## config.mk

```make
export PLATFORM = sky130hd
export DESIGN_NAME = spi_div_finder
export DESIGN_NICKNAME = d
export VERILOG_FILES = /design/src/rtl/spi_div_pkg.sv /design/src/rtl/spi_div_search.sv /design/src/rtl/spi_div_longdiv.sv /design/src/rtl/spi_div_finder.sv
export SDC_FILE = /design/constraint.sdc
export NUM_CORES = 1
export LEC_CHECK = 0
export ABC_AREA = 1
export BUFFER_PORTS_ARGS = -buffer_cell sky130_fd_sc_hd__buf_2
export CORE_UTILIZATION = 55
export CTS_CLUSTER_DIAMETER = 60
export CTS_CLUSTER_SIZE = 20
export DETAILED_ROUTE_END_ITERATION = 10
export PLACE_DENSITY = 0.75
export SYNTH_ARGS = -nofsm -noshare
export SYNTH_HDL_FRONTEND = slang
export SYNTH_HIERARCHICAL = 1
export SYNTH_SLANG_ARGS = --single-unit
```

## constraint.sdc

```tcl
create_clock -name clk -period 3 [get_ports clk]
set_clock_uncertainty 0.15 [all_clocks]
set_input_delay 0.6 -clock clk [delete_from_list [all_inputs] [get_ports clk]]
set_output_delay 0.6 -clock clk [all_outputs]
set_load 0.01 [all_outputs]
```

## src/rtl/spi_div_pkg.sv

```systemverilog
// Package: shared types for the serial clock divider search engine.
// Assumes nothing beyond IEEE 1800-2017 enum support.
package spi_div_pkg;

    // Top-level sequencing states.
    typedef enum logic [1:0] {
        ST_IDLE   = 2'd0,
        ST_SEARCH = 2'd1,
        ST_DIVIDE = 2'd2
    } finder_state_t;

endpackage

```

## src/rtl/spi_div_search.sv

```systemverilog
// Module: spi_div_search
// Walks divider candidates one per cycle. The inner post-divider sweeps
// fully before the even prescaler steps up by 2. A candidate fits when
// clk < (target + 1) * den, which equals floor(clk / den) <= target.
// The product is kept incrementally, so no multiplier or divider sits in
// the loop. Assumes load_i is a single-cycle pulse with target_i != 0.
module spi_div_search #(
    parameter int FREQ_W = 32,
    parameter int PRE_W  = 8,
    parameter int DIV_W  = 8
) (
    input  logic                     clk,
    input  logic                     rst_n,
    input  logic                     load_i,
    input  logic [FREQ_W-1:0]        clk_hz_i,
    input  logic [FREQ_W-1:0]        target_i,
    output logic                     found_o,
    output logic                     sat_o,
    output logic [PRE_W-1:0]         pre_o,
    output logic [DIV_W-1:0]         div_o,
    output logic [PRE_W+DIV_W-1:0]   den_o
);
    localparam int PROD_W = FREQ_W + 1 + PRE_W + DIV_W;
    localparam int DEN_W  = PRE_W + DIV_W;
    localparam logic [PRE_W-1:0] PRE_MAX = {{(PRE_W-1){1'b1}}, 1'b0};
    localparam logic [DIV_W-1:0] DIV_MAX = {DIV_W{1'b1}};

    logic              active_q;
    logic [PRE_W-1:0]  pre_q;
    logic [DIV_W-1:0]  div_q;
    logic [DEN_W-1:0]  den_q;
    logic [PROD_W-1:0] step_q;   // (target + 1) * prescale
    logic [PROD_W-1:0] tstep_q;  // 2 * (target + 1)
    logic [PROD_W-1:0] prod_q;   // (target + 1) * den
    logic [FREQ_W-1:0] clk_hz_q;
    logic              found_q;
    logic              sat_q;

    logic [PROD_W-1:0] seed_step;
    logic [PROD_W-1:0] clk_ext;
    logic              fits;

    // Seed step and comparison against the current candidate.
    always_comb begin
        seed_step = ({{(PROD_W-FREQ_W){1'b0}}, target_i} + PROD_W'(1)) << 1;
        clk_ext   = {{(PROD_W-FREQ_W){1'b0}}, clk_hz_q};
        fits      = (clk_ext < prod_q);
    end

    // Candidate stepping: one candidate tested per active cycle.
    always_ff @(posedge clk) begin
        if (!rst_n) begin
            active_q <= 1'b0;
            pre_q    <= '0;
            div_q    <= '0;
            den_q    <= '0;
            step_q   <= '0;
            tstep_q  <= '0;
            prod_q   <= '0;
            clk_hz_q <= '0;
            found_q  <= 1'b0;
            sat_q    <= 1'b0;
        end else begin
            found_q <= 1'b0;
            if (load_i) begin
                active_q <= 1'b1;
                pre_q    <= PRE_W'(2);
                div_q    <= '0;
                den_q    <= DEN_W'(2);
                step_q   <= seed_step;
                tstep_q  <= seed_step;
                prod_q   <= seed_step;
                clk_hz_q <= clk_hz_i;
                sat_q    <= 1'b0;
            end else if (active_q) begin
                if (fits) begin
                    found_q  <= 1'b1;
                    active_q <= 1'b0;
                end else if (div_q == DIV_MAX) begin
                    if (pre_q == PRE_MAX) begin
                        found_q  <= 1'b1;
                        sat_q    <= 1'b1;
                        active_q <= 1'b0;
                    end else begin
                        pre_q  <= pre_q + PRE_W'(2);
                        div_q  <= '0;
                        step_q <= step_q + tstep_q;
                        prod_q <= step_q + tstep_q;
                        den_q  <= DEN_W'(pre_q) + DEN_W'(2);
                    end
                end else begin
                    div_q  <= div_q + DIV_W'(1);
                    prod_q <= prod_q + step_q;
                    den_q  <= den_q + DEN_W'(pre_q);
                end
            end
        end
    end

    assign found_o = found_q;
    assign sat_o   = sat_q;
    assign pre_o   = pre_q;
    assign div_o   = div_q;
    assign den_o   = den_q;

    // a reported prescaler is even and at least 2.
    p_found_even_r4: assert property (@(posedge clk) disable iff (!rst_n)
        found_o |-> (pre_o >= PRE_W'(2)) && !pre_o[0]);

    // the running divisor tracks prescale * (postdiv + 1).
    p_den_track_r3: assert property (@(posedge clk) disable iff (!rst_n)
        active_q |-> (32'(den_q) == 32'(pre_q) * (32'(div_q) + 32'd1)));

    // the running product tracks (target + 1) * divisor.
    p_prod_track_r2: assert property (@(posedge clk) disable iff (!rst_n)
        active_q |-> (64'(prod_q) * 64'd2 == 64'(tstep_q) * 64'(den_q)));

    // saturation is flagged only at the last candidate.
    p_sat_corner_r5: assert property (@(posedge clk) disable iff (!rst_n)
        (found_o && sat_o) |-> (pre_o == PRE_MAX) && (div_o == DIV_MAX));
endmodule

```

## src/rtl/spi_div_longdiv.sv

```systemverilog
// Module: spi_div_longdiv
// Restoring shift-subtract divider: one quotient bit per cycle, NUM_W
// cycles per division. Assumes den_i != 0 when load_i is pulsed.
module spi_div_longdiv #(
    parameter int NUM_W = 32,
    parameter int DEN_W = 16
) (
    input  logic             clk,
    input  logic             rst_n,
    input  logic             load_i,
    input  logic [NUM_W-1:0] num_i,
    input  logic [DEN_W-1:0] den_i,
    output logic             done_o,
    output logic [NUM_W-1:0] quo_o
);
    localparam int CNT_W = $clog2(NUM_W + 1);

    logic [NUM_W-1:0] quo_q;
    logic [DEN_W-1:0] rem_q;
    logic [DEN_W-1:0] den_q;
    logic [CNT_W-1:0] cnt_q;
    logic             active_q;
    logic             done_q;
    logic [DEN_W:0]   trial;
    logic             take;

    // Partial remainder with the next numerator bit shifted in.
    always_comb begin
        trial = {rem_q, quo_q[NUM_W-1]};
        take  = (trial >= {1'b0, den_q});
    end

    // Iteration: one quotient bit resolved per cycle.
    always_ff @(posedge clk) begin
        if (!rst_n) begin
            quo_q    <= '0;
            rem_q    <= '0;
            den_q    <= '0;
            cnt_q    <= '0;
            active_q <= 1'b0;
            done_q   <= 1'b0;
        end else begin
            done_q <= 1'b0;
            if (load_i) begin
                quo_q    <= num_i;
                rem_q    <= '0;
                den_q    <= den_i;
                cnt_q    <= CNT_W'(NUM_W);
                active_q <= 1'b1;
            end else if (active_q) begin
                rem_q <= take ? DEN_W'(trial - {1'b0, den_q}) : DEN_W'(trial);
                quo_q <= {quo_q[NUM_W-2:0], take};
                cnt_q <= cnt_q - CNT_W'(1);
                if (cnt_q == CNT_W'(1)) begin
                    active_q <= 1'b0;
                    done_q   <= 1'b1;
                end
            end
        end
    end

    assign done_o = done_q;
    assign quo_o  = quo_q;

    // the divider is never started with a zero divisor.
    p_den_nonzero_r3: assert property (@(posedge clk) disable iff (!rst_n)
        load_i |-> (den_i != '0));

    // the final remainder is below the divisor.
    p_rem_below_r3: assert property (@(posedge clk) disable iff (!rst_n)
        done_o |-> (rem_q < den_q));
endmodule

```

## src/rtl/spi_div_finder.sv

```systemverilog
// Module: spi_div_finder (top)
// Sequences the candidate search and the final rate division, and owns
// the result registers and the start/done handshake. Assumes start_i is
// sampled only in idle; inputs are captured on an accepted start.
module spi_div_finder
    import spi_div_pkg::*;
#(
    parameter int FREQ_W = 32,
    parameter int PRE_W  = 8,
    parameter int DIV_W  = 8
) (
    input  logic              clk,
    input  logic              rst_n,
    input  logic              start_i,
    input  logic [FREQ_W-1:0] clk_hz_i,
    input  logic [FREQ_W-1:0] target_hz_i,
    output logic              busy_o,
    output logic              done_o,
    output logic              error_o,
    output logic [PRE_W-1:0]  prescale_o,
    output logic [DIV_W-1:0]  postdiv_o,
    output logic [FREQ_W-1:0] rate_o
);
    localparam int DEN_W = PRE_W + DIV_W;
    localparam logic [PRE_W-1:0] PRE_MAX = {{(PRE_W-1){1'b1}}, 1'b0};
    localparam logic [DIV_W-1:0] DIV_MAX = {DIV_W{1'b1}};

    finder_state_t     state_q;
    logic [FREQ_W-1:0] clk_hz_q;
    logic [FREQ_W-1:0] target_q;
    logic              done_q;
    logic              err_q;
    logic [PRE_W-1:0]  pre_q;
    logic [DIV_W-1:0]  div_q;
    logic [FREQ_W-1:0] rate_q;

    logic              accept;
    logic              search_load;
    logic              s_found;
    logic              s_sat;
    logic [PRE_W-1:0]  s_pre;
    logic [DIV_W-1:0]  s_div;
    logic [DEN_W-1:0]  s_den;
    logic              div_load;
    logic              d_done;
    logic [FREQ_W-1:0] d_quo;

    // Handshake decode: accepted starts and sub-block launches.
    always_comb begin
        accept      = start_i && (state_q == ST_IDLE);
        search_load = accept && (target_hz_i != '0);
        div_load    = (state_q == ST_SEARCH) && s_found;
    end

    spi_div_search #(
        .FREQ_W(FREQ_W),
        .PRE_W (PRE_W),
        .DIV_W (DIV_W)
    ) u_search (
        .clk     (clk),
        .rst_n   (rst_n),
        .load_i  (search_load),
        .clk_hz_i(clk_hz_i),
        .target_i(target_hz_i),
        .found_o (s_found),
        .sat_o   (s_sat),
        .pre_o   (s_pre),
        .div_o   (s_div),
        .den_o   (s_den)
    );

    spi_div_longdiv #(
        .NUM_W(FREQ_W),
        .DEN_W(DEN_W)
    ) u_rate_div (
        .clk   (clk),
        .rst_n (rst_n),
        .load_i(div_load),
        .num_i (clk_hz_q),
        .den_i (s_den),
        .done_o(d_done),
        .quo_o (d_quo)
    );

    // Sequencer and result registers.
    always_ff @(posedge clk) begin
        if (!rst_n) begin
            state_q  <= ST_IDLE;
            clk_hz_q <= '0;
            target_q <= '0;
            done_q   <= 1'b0;
            err_q    <= 1'b0;
            pre_q    <= '0;
            div_q    <= '0;
            rate_q   <= '0;
        end else begin
            done_q <= 1'b0;
            unique case (state_q)
                ST_IDLE: begin
                    if (accept) begin
                        if (target_hz_i == '0) begin
                            done_q <= 1'b1;
                            err_q  <= 1'b1;
                            pre_q  <= '0;
                            div_q  <= '0;
                            rate_q <= '0;
                        end else begin
                            clk_hz_q <= clk_hz_i;
                            target_q <= target_hz_i;
                            state_q  <= ST_SEARCH;
                        end
                    end
                end
                ST_SEARCH: begin
                    if (s_found) begin
                        state_q <= ST_DIVIDE;
                    end
                end
                ST_DIVIDE: begin
                    if (d_done) begin
                        done_q  <= 1'b1;
                        err_q   <= s_sat;
                        pre_q   <= s_pre;
                        div_q   <= s_div;
                        rate_q  <= d_quo;
                        state_q <= ST_IDLE;
                    end
                end
                default: state_q <= ST_IDLE;
            endcase
        end
    end

    assign busy_o     = (state_q != ST_IDLE);
    assign done_o     = done_q;
    assign error_o    = err_q;
    assign prescale_o = pre_q;
    assign postdiv_o  = div_q;
    assign rate_o     = rate_q;

    // done is a single-cycle pulse.
    p_done_pulse_r8: assert property (@(posedge clk) disable iff (!rst_n)
        done_o |=> !done_o);

    // results hold between completions.
    p_outs_hold_r8: assert property (@(posedge clk) disable iff (!rst_n)
        !done_o |-> $stable(prescale_o) && $stable(postdiv_o)
                    && $stable(rate_o) && $stable(error_o));

    // a zero target is rejected on the next edge.
    p_zero_reject_r6: assert property (@(posedge clk) disable iff (!rst_n)
        (start_i && !busy_o && target_hz_i == '0) |=> done_o && error_o && !busy_o);

    // a successful rate never exceeds the captured target.
    p_rate_le_target_r9: assert property (@(posedge clk) disable iff (!rst_n)
        (done_o && !error_o) |-> (rate_o <= target_q));

    // a nonzero error result sits at the last candidate.
    p_sat_values_r5: assert property (@(posedge clk) disable iff (!rst_n)
        (done_o && error_o && prescale_o != '0) |-> (prescale_o == PRE_MAX) && (postdiv_o == DIV_MAX));

    // a start while busy does not disturb the captured target.
    p_busy_ignore_r7: assert property (@(posedge clk) disable iff (!rst_n)
        (busy_o && start_i) |=> $stable(target_q));
endmodule

```

==> results of run 1 <==
==> placed cells by master (no fill, tap or decap), types with 8 or more instances in the layout <==
cell type and instances:
sky130_fd_sc_hd__a21oi_1 239, sky130_fd_sc_hd__and2_1 8, sky130_fd_sc_hd__buf_12 9, sky130_fd_sc_hd__buf_2 116
sky130_fd_sc_hd__buf_4 66, sky130_fd_sc_hd__clkbuf_16 36, sky130_fd_sc_hd__dfxtp_1 352, sky130_fd_sc_hd__ha_1 139
sky130_fd_sc_hd__inv_1 624, sky130_fd_sc_hd__inv_2 18, sky130_fd_sc_hd__nand2_1 1216, sky130_fd_sc_hd__nand2_2 17
sky130_fd_sc_hd__nand3_1 262, sky130_fd_sc_hd__nand3_2 11, sky130_fd_sc_hd__nand3b_1 21, sky130_fd_sc_hd__nand4_1 46
sky130_fd_sc_hd__nor2_1 574, sky130_fd_sc_hd__nor2_2 40, sky130_fd_sc_hd__nor3_1 31, sky130_fd_sc_hd__nor4_1 11
sky130_fd_sc_hd__o211ai_1 11, sky130_fd_sc_hd__o21ai_0 216, sky130_fd_sc_hd__o21ai_1 38, sky130_fd_sc_hd__o21bai_1 18
sky130_fd_sc_hd__o221ai_1 9, sky130_fd_sc_hd__or2_2 9, sky130_fd_sc_hd__xnor2_1 36, sky130_fd_sc_hd__xor2_1 37
==> cell families after synthesis <==
family                   count (synthesis)
adder cells (fa/ha/maj)                143
AND/OR/NAND/NOR                       2280
multiplexers                             4
buffers and inverters                  778
XOR/XNOR                                74
other                                    1
AO/OA/AOI/OAI                          572
flip-flops                             352
==> cells in the mapped netlist, types with 5 or more instances <==
cell                       count  area [um^2]
sky130_fd_sc_hd__nand2_1    1220         4580
sky130_fd_sc_hd__inv_1       625         2350
sky130_fd_sc_hd__nor2_1      575         2160
sky130_fd_sc_hd__dfxtp_1     352         7050
sky130_fd_sc_hd__nand3_1     264         1320
sky130_fd_sc_hd__a21oi_1     240         1200
sky130_fd_sc_hd__o21ai_0     216         1080
sky130_fd_sc_hd__ha_1        139         1740
sky130_fd_sc_hd__clkbuf_1     74          278
sky130_fd_sc_hd__nand4_1      46          288
sky130_fd_sc_hd__nor2_2       40          250
sky130_fd_sc_hd__o21ai_1      38          190
sky130_fd_sc_hd__xnor2_1      37          324
sky130_fd_sc_hd__xor2_1       37          324
sky130_fd_sc_hd__nor3_1       31          155
sky130_fd_sc_hd__nand3b_1     21          158
sky130_fd_sc_hd__inv_2        19         71.3
sky130_fd_sc_hd__buf_2        18         90.1
sky130_fd_sc_hd__o21bai_1     18          135
sky130_fd_sc_hd__buf_6        16          180
sky130_fd_sc_hd__buf_1        13         48.8
sky130_fd_sc_hd__nand2_2      13         81.3
sky130_fd_sc_hd__nor4_1       11         68.8
sky130_fd_sc_hd__o211ai_1     11         82.6
sky130_fd_sc_hd__buf_4        10         75.1
sky130_fd_sc_hd__nand3_2      10          100
sky130_fd_sc_hd__o221ai_1      9         78.8
sky130_fd_sc_hd__or2_2         9         56.3
sky130_fd_sc_hd__and2_1        8         50.1
sky130_fd_sc_hd__a21o_1        7         52.6
sky130_fd_sc_hd__a22oi_1       7         52.6
sky130_fd_sc_hd__nand2_4       7         78.8
sky130_fd_sc_hd__nor2_4        5         56.3
sky130_fd_sc_hd__o21a_1        5         37.5
==> registers in the layout, summed over array words and instances (netlist names), 2 cells and up <==
name and cells:
postdiv_o 8, u_rate_div/rem_q 16, u_search/pre_o 7, rate_o 32, state_q 2, u_search/clk_hz_q 32, prescale_o 8, clk_hz_q 32
u_search/den_o 16, u_rate_div/den_q 16, u_rate_div/cnt_q 6, u_search/div_o 8, u_search/prod_q 49, u_rate_div/quo_o 32, u_search/step_q 48, u_search/tstep_q 33
==> critical path: stages, from the launching register on <==
cell and delay (ns):
sky130_fd_sc_hd__dfxtp_1 0.39, sky130_fd_sc_hd__ha_1 0.41, sky130_fd_sc_hd__nand2_1 0.11, sky130_fd_sc_hd__nor2_1 0.32
sky130_fd_sc_hd__nand3_1 0.16, sky130_fd_sc_hd__nand3_1 0.29, sky130_fd_sc_hd__nand3_1 0.18, sky130_fd_sc_hd__nand2_1 0.15
sky130_fd_sc_hd__nand2_1 0.09, sky130_fd_sc_hd__a21o_1 0.18, sky130_fd_sc_hd__nand3_1 0.11, sky130_fd_sc_hd__nand3_1 0.08
sky130_fd_sc_hd__o21ai_1 0.14
==> routing by layer <==
metal / vias to the layer above / track usage [%] / wire, um
met3: 166 / 3.55 / 5790
met4: 2 / 14.5 / 3330
li1: 13400 / - / -
met1: 11800 / 47.2 / 36900
met2: 968 / 56.6 / 36800
met5: - / 0 / 15
==> timing repair <==
action	CTS	global route
setup endpoints to repair	0	26
setup buffers	0	3
resized for setup	0	11
==> layout make-up <==
cell class	instances	area share (%)
multi-input combinational	3074	54.6
sequential	352	25.1
inverter	645	8.68
timing repair buffer	192	4.52
clock buffer	39	3.29
tap	600	2.68
clock inverter	22	1.06
==> power breakdown <==
group	switching (mW)	internal, mW	leakage (nW)
Combinational	2.07	1.02	10.5
Clock	2.23	2.46	0.587
Sequential	0.225	4.94	2.86
Total	4.52	8.41	14.0
==> how the worst max path moves through the flow <==
stage	slack, ns	endpoint	start
final	0.15	u_search/prod_q[34]	u_search/step_q[6]
after global routing	0.002	u_search/prod_q[34]	u_search/step_q[6]
after CTS	0.13	u_search/den_o[3]	u_search/prod_q[1]
after detailed placement	0.01	u_search/step_q[31]	target_hz_i[0]
after global placement	0.06	u_search/step_q[31]	target_hz_i[0]
after floorplan	0.25	u_search/step_q[23]	target_hz_i[1]
==> impl_metrics.py, run 1 <==
metrics = {
    "timing": {
        "tightest_pin_transition_ns": 0.727,
        "finalHoldViolations": 0,
        "final-max-slew-violation-count": 0,
        "max_clock_freq_ghz": 0.351,
        "worst_slew_margin_rel_pct": 51.0,
        "final_period_minus_worst_setup_slack_ns": 2.85,
        "final.setup.worst_slack_ns": 0.153,
        "hold_ws_ns": 0.114,
        "rsz0062_at_grt": "false",
        "fin_setup_tns_ns": 0,
        "report.final.setup_viol": 0,
        "layout_worst_path_cycle_share_pct": 94.9,
    },
    "grt": {
        "number_of_antenna_violations_at_the_first_check_in_global_routing": 1,
        "vias_in_the_first_global_route": 24200,
        "groute.usage.overall_pct": 34.9,
        "grt_max_degree": 83,
        "grt-ovfl-total": 0,
        "grt_first_pass_wirelength_um": 130000,
    },
    "place": {
        "dp_cells": 4860,
        "globalplace.congestion": 0.992,
        "pre_cts_slack_ns": 0.0116,
        "hpwl_um": 64700,
        "postPlaceCellArea_um2": 26700,
        "io_buffers": 117,
    },
    "synth": {
        "muxShareOfSynthArea_pct": 0.157,
        "syn_inst": 4204,
        "ys_seq_elements": 352,
        "synth_async_sr_flop_share_pct": 0,
        "synth_enable_flop_cells": 0,
        "synth_area_per_cell_um2": 6.05,
        "synth_fp_nets": 4414,
        "yosys_warnings": 6,
        "synth-compound-area-share_pct": 12.2,
        "yosys.area_share.simple_pct": 38.0,
        "synth_top_family_by_area": "simple AND/OR/NAND/NOR gates",
        "sequential_share_of_the_synthesized_area_pct": 27.7,
        "post_synth_instance_area_um2": 25400,
        "synth-main-ff-cell": "sky130_fd_sc_hd__dfxtp_1",
        "post_synth_adder_cell_area_pct": 7.15,
        "synth_xor_xnor_area_share_pct": 2.55,
        "synth.distinct_cells": 61,
    },
    "critical_path": {
        "cp-start-kind": "flop",
        "worstPathRequired_ns": 3.34,
        "setup.worst_path.class": "flop to flop",
        "timing.rr.end": "u_search/prod_q[34]",
        "worst_setup_path_end_kind": "flop",
        "arrival_ns": 3.18,
        "worstRegToRegCells": 12,
        "worst-r2r-setup-slack_ns": 0.15,
        "worstReg2RegStart": "u_search/step_q[6]",
        "crit_fanout": 5,
    },
    "die": {
        "core_area_um2": 45500,
        "dieWidth_um": 217,
        "design.die.area_um2": 47100,
        "die_height_um": 217,
        "placementRows": 78,
        "floorplan.initialDensity_pct": 55.9,
        "ioPinCount": 118,
    },
    "power": {
        "power_mw": 12.9,
        "power.static_leakage_nw": 14.0,
        "vdd_ir_drop_max_mv": 0.459,
        "power_density_nw_per_um2": 461,
    },
    "routing": {
        "final_ant_viol_nets": 0,
        "vias_per_cell": 5.35,
        "first_iter_violations": 2477,
        "first_pass_iters": 6,
        "route.detailed.wl_per_inst_um": 16.8,
        "wl_um": 82800,
        "drc": 0,
        "via_count": 26300,
    },
    "finish": {
        "final_cell_area_um2": 28000,
        "post_layout_nonfiller_instances": 4924,
        "register_area_um2": 7050,
        "diodes": 0,
        "final_layout_size_suffix_gt1_share_pct": 8.95,
        "final_nets": 4510,
        "multi_input_area_um2": 15300,
        "areaGrowthSynthToFinish_pct": 10.2,
        "final_core_utilization_pct": 61.6,
        "layout.filler_cells": 4542,
    },
    "cts": {
        "worst_setup_hold_path_clk_slew_ns": 0.08,
        "clock_latency_ns": 0.57,
        "clk_path_buf_depth": 3,
        "htree_num_levels": 2,
        "cts.hold.buffers_added": 0,
        "numClockSinks": 352,
        "clock_tree_from_tritoncts": "done",
        "cts_made_buffers": 35,
        "clk_root_buffer_cell": "sky130_fd_sc_hd__clkbuf_16",
    },
    "job": {
        "max_cap_violations": 0,
    },
    "min_path": {
        "whs_path_depth": 3,
        "holdCritStartpoint": "clk_hz_i[20]",
        "worstHoldEndpoint": "u_search/clk_hz_q[20]",
        "worst_hold_path_type": "primary input to flop",
    },
    "status": {
        "outcome": "complete, no violations",
    },
}
No activity file was read; power rests on OpenSTA's default activity.
==> inputs of run 2 (changes only) <==
ABC_AREA = unset   (was 1)
PLACE_DENSITY = 0.83   (was 0.75)
==> run 2 against run 1 <==
Against the previous run: first-iteration DRC count fell by 16%; sequential power fell by 2%; sequential share of layout area rose by 1.2 points; via count fell by 17%; register-to-register slack got worse by 0.35 ns; the run now ends with negative setup slack left; clock power fell by 7.9%; synthesized cell count fell by 35%.
==> impl_metrics.py, run 2 <==
metrics = {
    "status": {
        "outcome": "finished with violations",
        "failed_checks": "negative setup slack",
    },
    "grt": {
        "grt_max_degree": 67,
        "grt-ovfl-total": 0,
        "number_of_antenna_violations_at_the_first_check_in_global_routing": 1,
        "grt_first_pass_wirelength_um": 109000,
        "groute.usage.overall_pct": 33.1,
        "vias_in_the_first_global_route": 20800,
    },
    "finish": {
        "final_layout_size_suffix_gt1_share_pct": 24.2,
        "multi_input_area_um2": 14600,
        "final_nets": 3230,
        "number_of_flip_flops_under_the_largest_register_name": 49,
        "regMostFlops": "u_search/prod_q",
        "post_layout_nonfiller_instances": 3560,
        "layout_top_registers": "u_search/prod_q: 49 flops, u_search/step_q: 48 flops, u_search/tstep_q: 33 flops",
        "layout.filler_cells": 2980,
        "final_core_utilization_pct": 69.2,
        "layout.cells.most_common_list": "sky130_fd_sc_hd__dfxtp_1 (322), sky130_fd_sc_hd__nand2_1 (301), sky130_fd_sc_hd__buf_4 (266)",
        "register_area_um2": 7090,
        "mostFrequentLayoutCell": "sky130_fd_sc_hd__dfxtp_1",
        "areaGrowthSynthToFinish_pct": 23.2,
    },
    "cts": {
        "clock_latency_ns": 0.61,
        "cts_made_buffers": 31,
        "clk_root_buffer_cell": "sky130_fd_sc_hd__clkbuf_16",
        "numClockSinks": 352,
        "worst_setup_hold_path_clk_slew_ns": 0.08,
        "clk_path_buf_depth": 3,
        "clock_tree_from_tritoncts": "done",
        "htree_num_levels": 1,
    },
    "synth": {
        "synth.distinct_cells": 98,
        "synth_fp_nets": 2928,
        "yosys_warnings": 6,
        "synth.top_cells.by_area": "sky130_fd_sc_hd__dfxtp_1 (32%), sky130_fd_sc_hd__ha_1 (8.0%), sky130_fd_sc_hd__mux2i_1 (5.4%)",
        "yosys.area.top_type_share_pct": 32.2,
        "post_synth_instance_area_um2": 21900,
        "synth_enable_flop_cells": 0,
        "synth-main-ff-cell": "sky130_fd_sc_hd__dfxtp_1",
        "synth_area_per_cell_um2": 8.04,
        "ys_seq_elements": 352,
        "synth_top_cell_by_area": "sky130_fd_sc_hd__dfxtp_1",
        "sequential_share_of_the_synthesized_area_pct": 32.2,
        "synth_async_sr_flop_share_pct": 0,
        "yosys.cell_count.top_type": "sky130_fd_sc_hd__dfxtp_1",
        "syn_inst": 2718,
        "netlist_top_cells_count": "sky130_fd_sc_hd__dfxtp_1 (352), sky130_fd_sc_hd__nand2_1 (312), sky130_fd_sc_hd__a21oi_1 (234)",
    },
    "timing": {
        "worst_slew_margin_rel_pct": 30.0,
        "final.setup.worst_slack_ns": -0.200,
        "hold_ws_ns": 0.107,
        "report.final.setup_viol": 28,
        "final-max-slew-violation-count": 0,
        "tightest_pin_transition_ns": 1.05,
        "final_period_minus_worst_setup_slack_ns": 3.20,
        "layout_worst_path_cycle_share_pct": 107,
        "max_clock_freq_ghz": 0.312,
        "finalHoldViolations": 0,
        "rsz0062_at_grt": "true",
    },
    "die": {
        "design.die.area_um2": 40500,
        "die_height_um": 201,
        "dieWidth_um": 201,
        "floorplan.initialDensity_pct": 56.2,
        "placementRows": 72,
        "ioPinCount": 118,
        "core_area_um2": 38900,
    },
    "power": {
        "power_frac_clock_pct": 35.1,
        "vdd_ir_drop_max_mv": 0.376,
        "power.static_leakage_nw": 11.1,
        "pwr-share-seq_pct": 41.3,
        "power.net_switching_mw": 3.98,
        "combPwrFrac_pct": 23.7,
        "power_density_nw_per_um2": 456,
        "internal_power_mw": 8.30,
        "power_mw": 12.3,
        "p_sw_share_pct": 32.4,
    },
    "critical_path": {
        "cp-start-kind": "flop",
        "setup.worst_path.class": "flop to flop",
        "path_delay_family": "compound AO/OA/AOI/OAI gates",
        "timing.critical_path.slowest_stage_cell": "sky130_fd_sc_hd__dfxtp_2",
        "arrival_ns": 3.58,
        "critPathMaxStageDelay_ns": 0.35,
        "worst_setup_path_end_kind": "flop",
        "crit_fanout": 4,
        "cp.buffers_inverters": 1,
        "path_cells": "ha_4 -> fa_2 -> a21o_1 -> a221o_1 -> o2111ai_4 -> a21oi_4 -> buf_4 -> nor4_4 -> nor2b_1 -> xnor2_1 -> mux2_2 -> o211ai_1 -> and3_1",
        "worstPathRequired_ns": 3.38,
    },
    "routing": {
        "first_pass_iters": 6,
        "final_ant_viol_nets": 0,
        "via_count": 21800,
        "route.detailed.wl_per_inst_um": 20.0,
        "first_iter_violations": 2076,
        "vias_per_cell": 6.13,
        "drc": 0,
        "wl_um": 71100,
    },
    "place": {
        "io_buffers": 117,
        "dp_cells": 3477,
        "hpwl_um": 51600,
        "pre_cts_slack_ns": -0.366,
        "globalplace.congestion": 0.963,
    },
    "job": {
        "max_cap_violations": 0,
    },
    "min_path": {
        "worst_hold_path_type": "primary input to flop",
    },
}
-- run 2: cell count changes in the layout (fill, tap and decap cells not counted), moves of 34 or more --
| cell | previous run | this run |
|---|---|---|
| sky130_fd_sc_hd__inv_1 | 624 | 120 |
| sky130_fd_sc_hd__nand2_1 | 1216 | 301 |
| sky130_fd_sc_hd__and2_1 | 8 | 44 |
| sky130_fd_sc_hd__nand3_1 | 262 | 53 |
| sky130_fd_sc_hd__a22oi_1 | 7 | 59 |
| sky130_fd_sc_hd__mux2i_1 | 4 | 119 |
| sky130_fd_sc_hd__buf_4 | 66 | 266 |
| sky130_fd_sc_hd__xnor2_1 | 36 | 70 |
| sky130_fd_sc_hd__nor2_1 | 574 | 194 |
| sky130_fd_sc_hd__nor2b_1 | 0 | 43 |
-- run 2: through the flow --
stage / instance area, um^2 / TNS (ns)
after floorplan: 21900 / 0
after global placement: 24600 / -11.66
after detailed placement: 24600 / -17.18
after CTS: 26100 / -1.29
after global routing: 26900 / -8.07
final: 26900 / -2.48
-- run 2: repair_timing --
action,in CTS,in global routing
endpoints found under the setup margin,109,116
hold buffers,0,0
gates cloned,0,3
pin swaps,41,77
gates resized for setup,80,178
setup buffers,10,15
-- run 2: per-layer routing --
metal / part of all wire [%] / routed length (um) / GRT usage, %
met1: 42 / 30000 / 44.5
met2: 47 / 33200 / 54.7
met3: 8.3 / 5910 / 4.58
met4: 2.9 / 2070 / 10.7
met5: 0 / 0 / 0
-- run 2: final cells by class --
| cell class | count | area share, % |
|---|---|---|
| multi-input combinational | 2096 | 54.3 |
| sequential | 352 | 26.3 |
| timing repair buffer | 411 | 11.1 |
| clock buffer | 34 | 3.03 |
| tap | 518 | 2.41 |
| inverter | 128 | 1.81 |
| clock inverter | 20 | 1.00 |
| antenna | 1 | 0.00929 |
-- run 2: worst register-to-register path, stage by stage, from the launching register on --
cell	delay, ns
sky130_fd_sc_hd__dfxtp_2	0.35
sky130_fd_sc_hd__ha_4	0.17
sky130_fd_sc_hd__fa_2	0.34
sky130_fd_sc_hd__a21o_1	0.19
sky130_fd_sc_hd__a221o_1	0.35
sky130_fd_sc_hd__o2111ai_4	0.28
sky130_fd_sc_hd__a21oi_4	0.13
sky130_fd_sc_hd__buf_4	0.17
sky130_fd_sc_hd__nor4_4	0.15
sky130_fd_sc_hd__nor2b_1	0.10
sky130_fd_sc_hd__xnor2_1	0.14
sky130_fd_sc_hd__mux2_2	0.28
sky130_fd_sc_hd__o211ai_1	0.14
sky130_fd_sc_hd__and3_1	0.18
-- run 2: final timing paths --
path / startpoint / to / slack (ns) / cells after the start
worst max-delay path: u_search/step_q[1] / u_search/prod_q[31] / -0.20 / 13
worst min-delay path: clk_hz_i[5] / clk_hz_q[5] / 0.11 / 3
worst max register to register: u_search/step_q[1] / u_search/prod_q[31] / -0.20 / 13
worst min register to register: clk_hz_q[11] / clk_hz_q[11] / 0.31 / 2
-- run 2: cells by family (layout without fill, tap and decap cells) --
| logic type | Yosys count | in the layout | synth area share (%) |
|---|---|---|---|
| DFF | 352 | 352 | 32.2 |
| muxes | 122 | 122 | 5.60 |
| buffers and inverters | 271 | 593 | 5.24 |
| xor gates and xnor gates | 144 | 144 | 5.77 |
| adders and majority gates | 143 | 143 | 8.32 |
| AOI/OAI and AO/OA | 815 | 816 | 23.7 |
| and+or+nand+nor | 870 | 870 | 19.1 |
| other | 1 | 2 | 0.0172 |
-- run 2: power by group through the flow --
stage / sequential [mW] / clock [mW] / combinational, mW
floorplan: 5.08 / 0 / 1.59
CTS: 5.04 / 4.34 / 2.64
global placement: 5.13 / 0 / 2.47
detailed placement: 5.14 / 0 / 2.54
finish: 5.07 / 4.31 / 2.91
global route: 5.09 / 4.54 / 3.12
==> inputs of run 3 (changes only) <==
CORE_ASPECT_RATIO = 0.7   (was unset)
==> run 3 against run 2 <==
Against the previous run: the flow still finishes with violations (negative setup slack); worst setup slack worse by 0.0030 ns; clock-buffer cell count is 4 lower; clock power is 7.7% lower; critical path type unchanged; combinational power is 7.9% higher; wire length is 10% higher; utilization is 2.9 points higher.
==> impl_metrics.py, run 3 (synthesis results as in run 2) <==
metrics = {
    "grt": {
        "groute.usage.overall_pct": 35.8,
        "grt-ovfl-total": 0,
        "grt_max_degree": 62,
        "number_of_antenna_violations_at_the_first_check_in_global_routing": 0,
        "grt_first_pass_wirelength_um": 116000,
        "vias_in_the_first_global_route": 21500,
    },
    "cts": {
        "worst_setup_hold_path_clk_slew_ns": 0.08,
        "clock_latency_ns": 0.60,
        "htree_num_levels": 1,
        "cts_made_buffers": 29,
        "clk_root_buffer_cell": "sky130_fd_sc_hd__clkbuf_16",
        "numClockSinks": 352,
        "clock_tree_from_tritoncts": "done",
        "clk_path_buf_depth": 3,
    },
    "routing": {
        "route.detailed.wl_per_inst_um": 21.6,
        "first_iter_violations": 2996,
        "vias_per_cell": 6.32,
        "via_count": 22900,
        "wl_um": 78400,
        "drc": 0,
        "first_pass_iters": 8,
        "final_ant_viol_nets": 0,
    },
    "critical_path": {
        "setup.worst_path.class": "flop to flop",
        "worstReg2RegStart": "u_search/prod_q[13]",
        "crit_fanout": 8,
        "worst_setup_path_end_kind": "flop",
        "arrival_ns": 3.57,
        "cp-start-kind": "flop",
        "critPathLaunch": "u_search/prod_q[13]",
        "path_delay_family": "compound AO/OA/AOI/OAI gates",
        "timing.critical_path.slowest_stage_cell": "sky130_fd_sc_hd__a2111oi_4",
        "path_cells": "inv_4 -> ha_4 -> and2_4 -> nand4_1 -> a211oi_4 -> o21ai_4 -> a31o_4 -> a2111oi_4 -> buf_6 -> nand2_8 -> or3_1 -> a21oi_1",
        "critPathMaxStageDelay_ns": 0.42,
        "cp.buffers_inverters": 2,
        "worstPathRequired_ns": 3.37,
    },
    "place": {
        "io_buffers": 117,
        "postPlaceCellArea_um2": 25000,
        "pre_cts_slack_ns": -0.411,
        "globalplace.congestion": 0.976,
        "hpwl_um": 54400,
    },
    "finish": {
        "layout_top_registers": "u_search/prod_q: 49 flops, u_search/step_q: 48 flops, u_search/tstep_q: 33 flops",
        "register_area_um2": 7090,
        "layout.cells.most_common_list": "sky130_fd_sc_hd__dfxtp_1 (326), sky130_fd_sc_hd__buf_4 (310), sky130_fd_sc_hd__nand2_1 (298)",
        "final_cell_area_um2": 28000,
        "final_nets": 3298,
        "regMostFlops": "u_search/prod_q",
        "multi_input_area_um2": 15100,
        "diodes": 0,
        "areaGrowthSynthToFinish_pct": 28.1,
        "number_of_flip_flops_under_the_largest_register_name": 49,
        "layout.filler_cells": 2738,
        "mostFrequentLayoutCell": "sky130_fd_sc_hd__dfxtp_1",
        "final_layout_size_suffix_gt1_share_pct": 27.4,
    },
    "timing": {
        "final-max-slew-violation-count": 0,
        "rsz0062_at_grt": "true",
        "tightest_pin_transition_ns": 1.01,
        "report.final.setup_viol": 78,
        "final.setup.worst_slack_ns": -0.203,
        "worst_slew_margin_rel_pct": 32.5,
        "fin_setup_tns_ns": -7.52,
        "layout_worst_path_cycle_share_pct": 107,
        "hold_ws_ns": 0.119,
        "final_period_minus_worst_setup_slack_ns": 3.20,
        "max_clock_freq_ghz": 0.312,
        "finalHoldViolations": 0,
    },
    "power": {
        "power.static_leakage_nw": 11.5,
        "power_density_nw_per_um2": 435,
        "power_mw": 12.2,
        "vdd_ir_drop_max_mv": 0.405,
    },
    "die": {
        "die_height_um": 169,
        "ioPinCount": 118,
        "dieWidth_um": 240,
        "floorplan.initialDensity_pct": 56.3,
        "placementRows": 60,
        "core_area_um2": 38800,
        "design.die.area_um2": 40600,
    },
    "status": {
        "failed_checks": "negative setup slack",
        "outcome": "finished with violations",
    },
    "min_path": {
        "worst_hold_path_type": "primary input to flop",
        "holdCritStartpoint": "clk_hz_i[7]",
    },
    "job": {
        "max_cap_violations": 0,
    },
}
## run 3: cell types whose count changed in the layout (fill, tap and decap cells not counted), sizes merged
cell	delta
inv	-6
clkinv	+5
diode	-1
bufinv	-1
buf	+66
clkbuf	+1
a31o	-1
## run 3: area by class of cell
| class | instances | share of cell area [%] |
|---|---|---|
| tap | 527 | 2.35 |
| clock inverter | 18 | 0.791 |
| clock buffer | 30 | 2.60 |
| inverter | 128 | 1.74 |
| sequential | 352 | 25.3 |
| multi-input combinational | 2095 | 53.9 |
| timing repair buffer | 482 | 13.3 |
## run 3: tightest hold or removal path, delay by kind of cell
kind / cells / cell delay, ns
AND/OR/NAND/NOR: 1 / 0.05
multiplexers: 1 / 0.05
buffers and inverters: 1 / 0.11
## run 3: layer usage
metal | track usage [%] | wire (um)
met1 | 50.1 | 32900
met2 | 56.0 | 34600
met3 | 6.41 | 8250
met4 | 10.1 | 2660
met5 | 0 | 0
## run 3: worst paths after layout
| kind | end | cells after the start | slack (ns) |
|---|---|---|---|
| min reg2reg | clk_hz_q[31] | 2 | 0.32 |
| max | u_search/step_q[41] | 12 | -0.20 |
| max reg2reg | u_search/step_q[41] | 12 | -0.20 |
| min | clk_hz_q[7] | 3 | 0.12 |
## run 3: power by group
part	leakage (nW)	internal (mW)	total (mW)	switching (mW)
Sequential	2.88	4.88	5.07	0.193
Clock	0.459	1.87	3.98	2.11
Combinational	8.16	1.36	3.14	1.79
## run 3: repair_timing
action / in CTS / in global routing
buffers inserted: 13 / 32
endpoints found under the setup margin: 112 / 123
resized for setup: 113 / 253
pin swaps: 67 / 111
gates cloned: 0 / 8
hold buffers: 0 / 0
## run 3: through the flow
step           util (%)  cells
2_1_floorplan         -   2718
3_3_place_gp       64.3   3532
3_5_place_dp       64.3   3532
4_1_cts            68.4   3593
5_1_grt            72.2   3632
6_report           72.2   3632
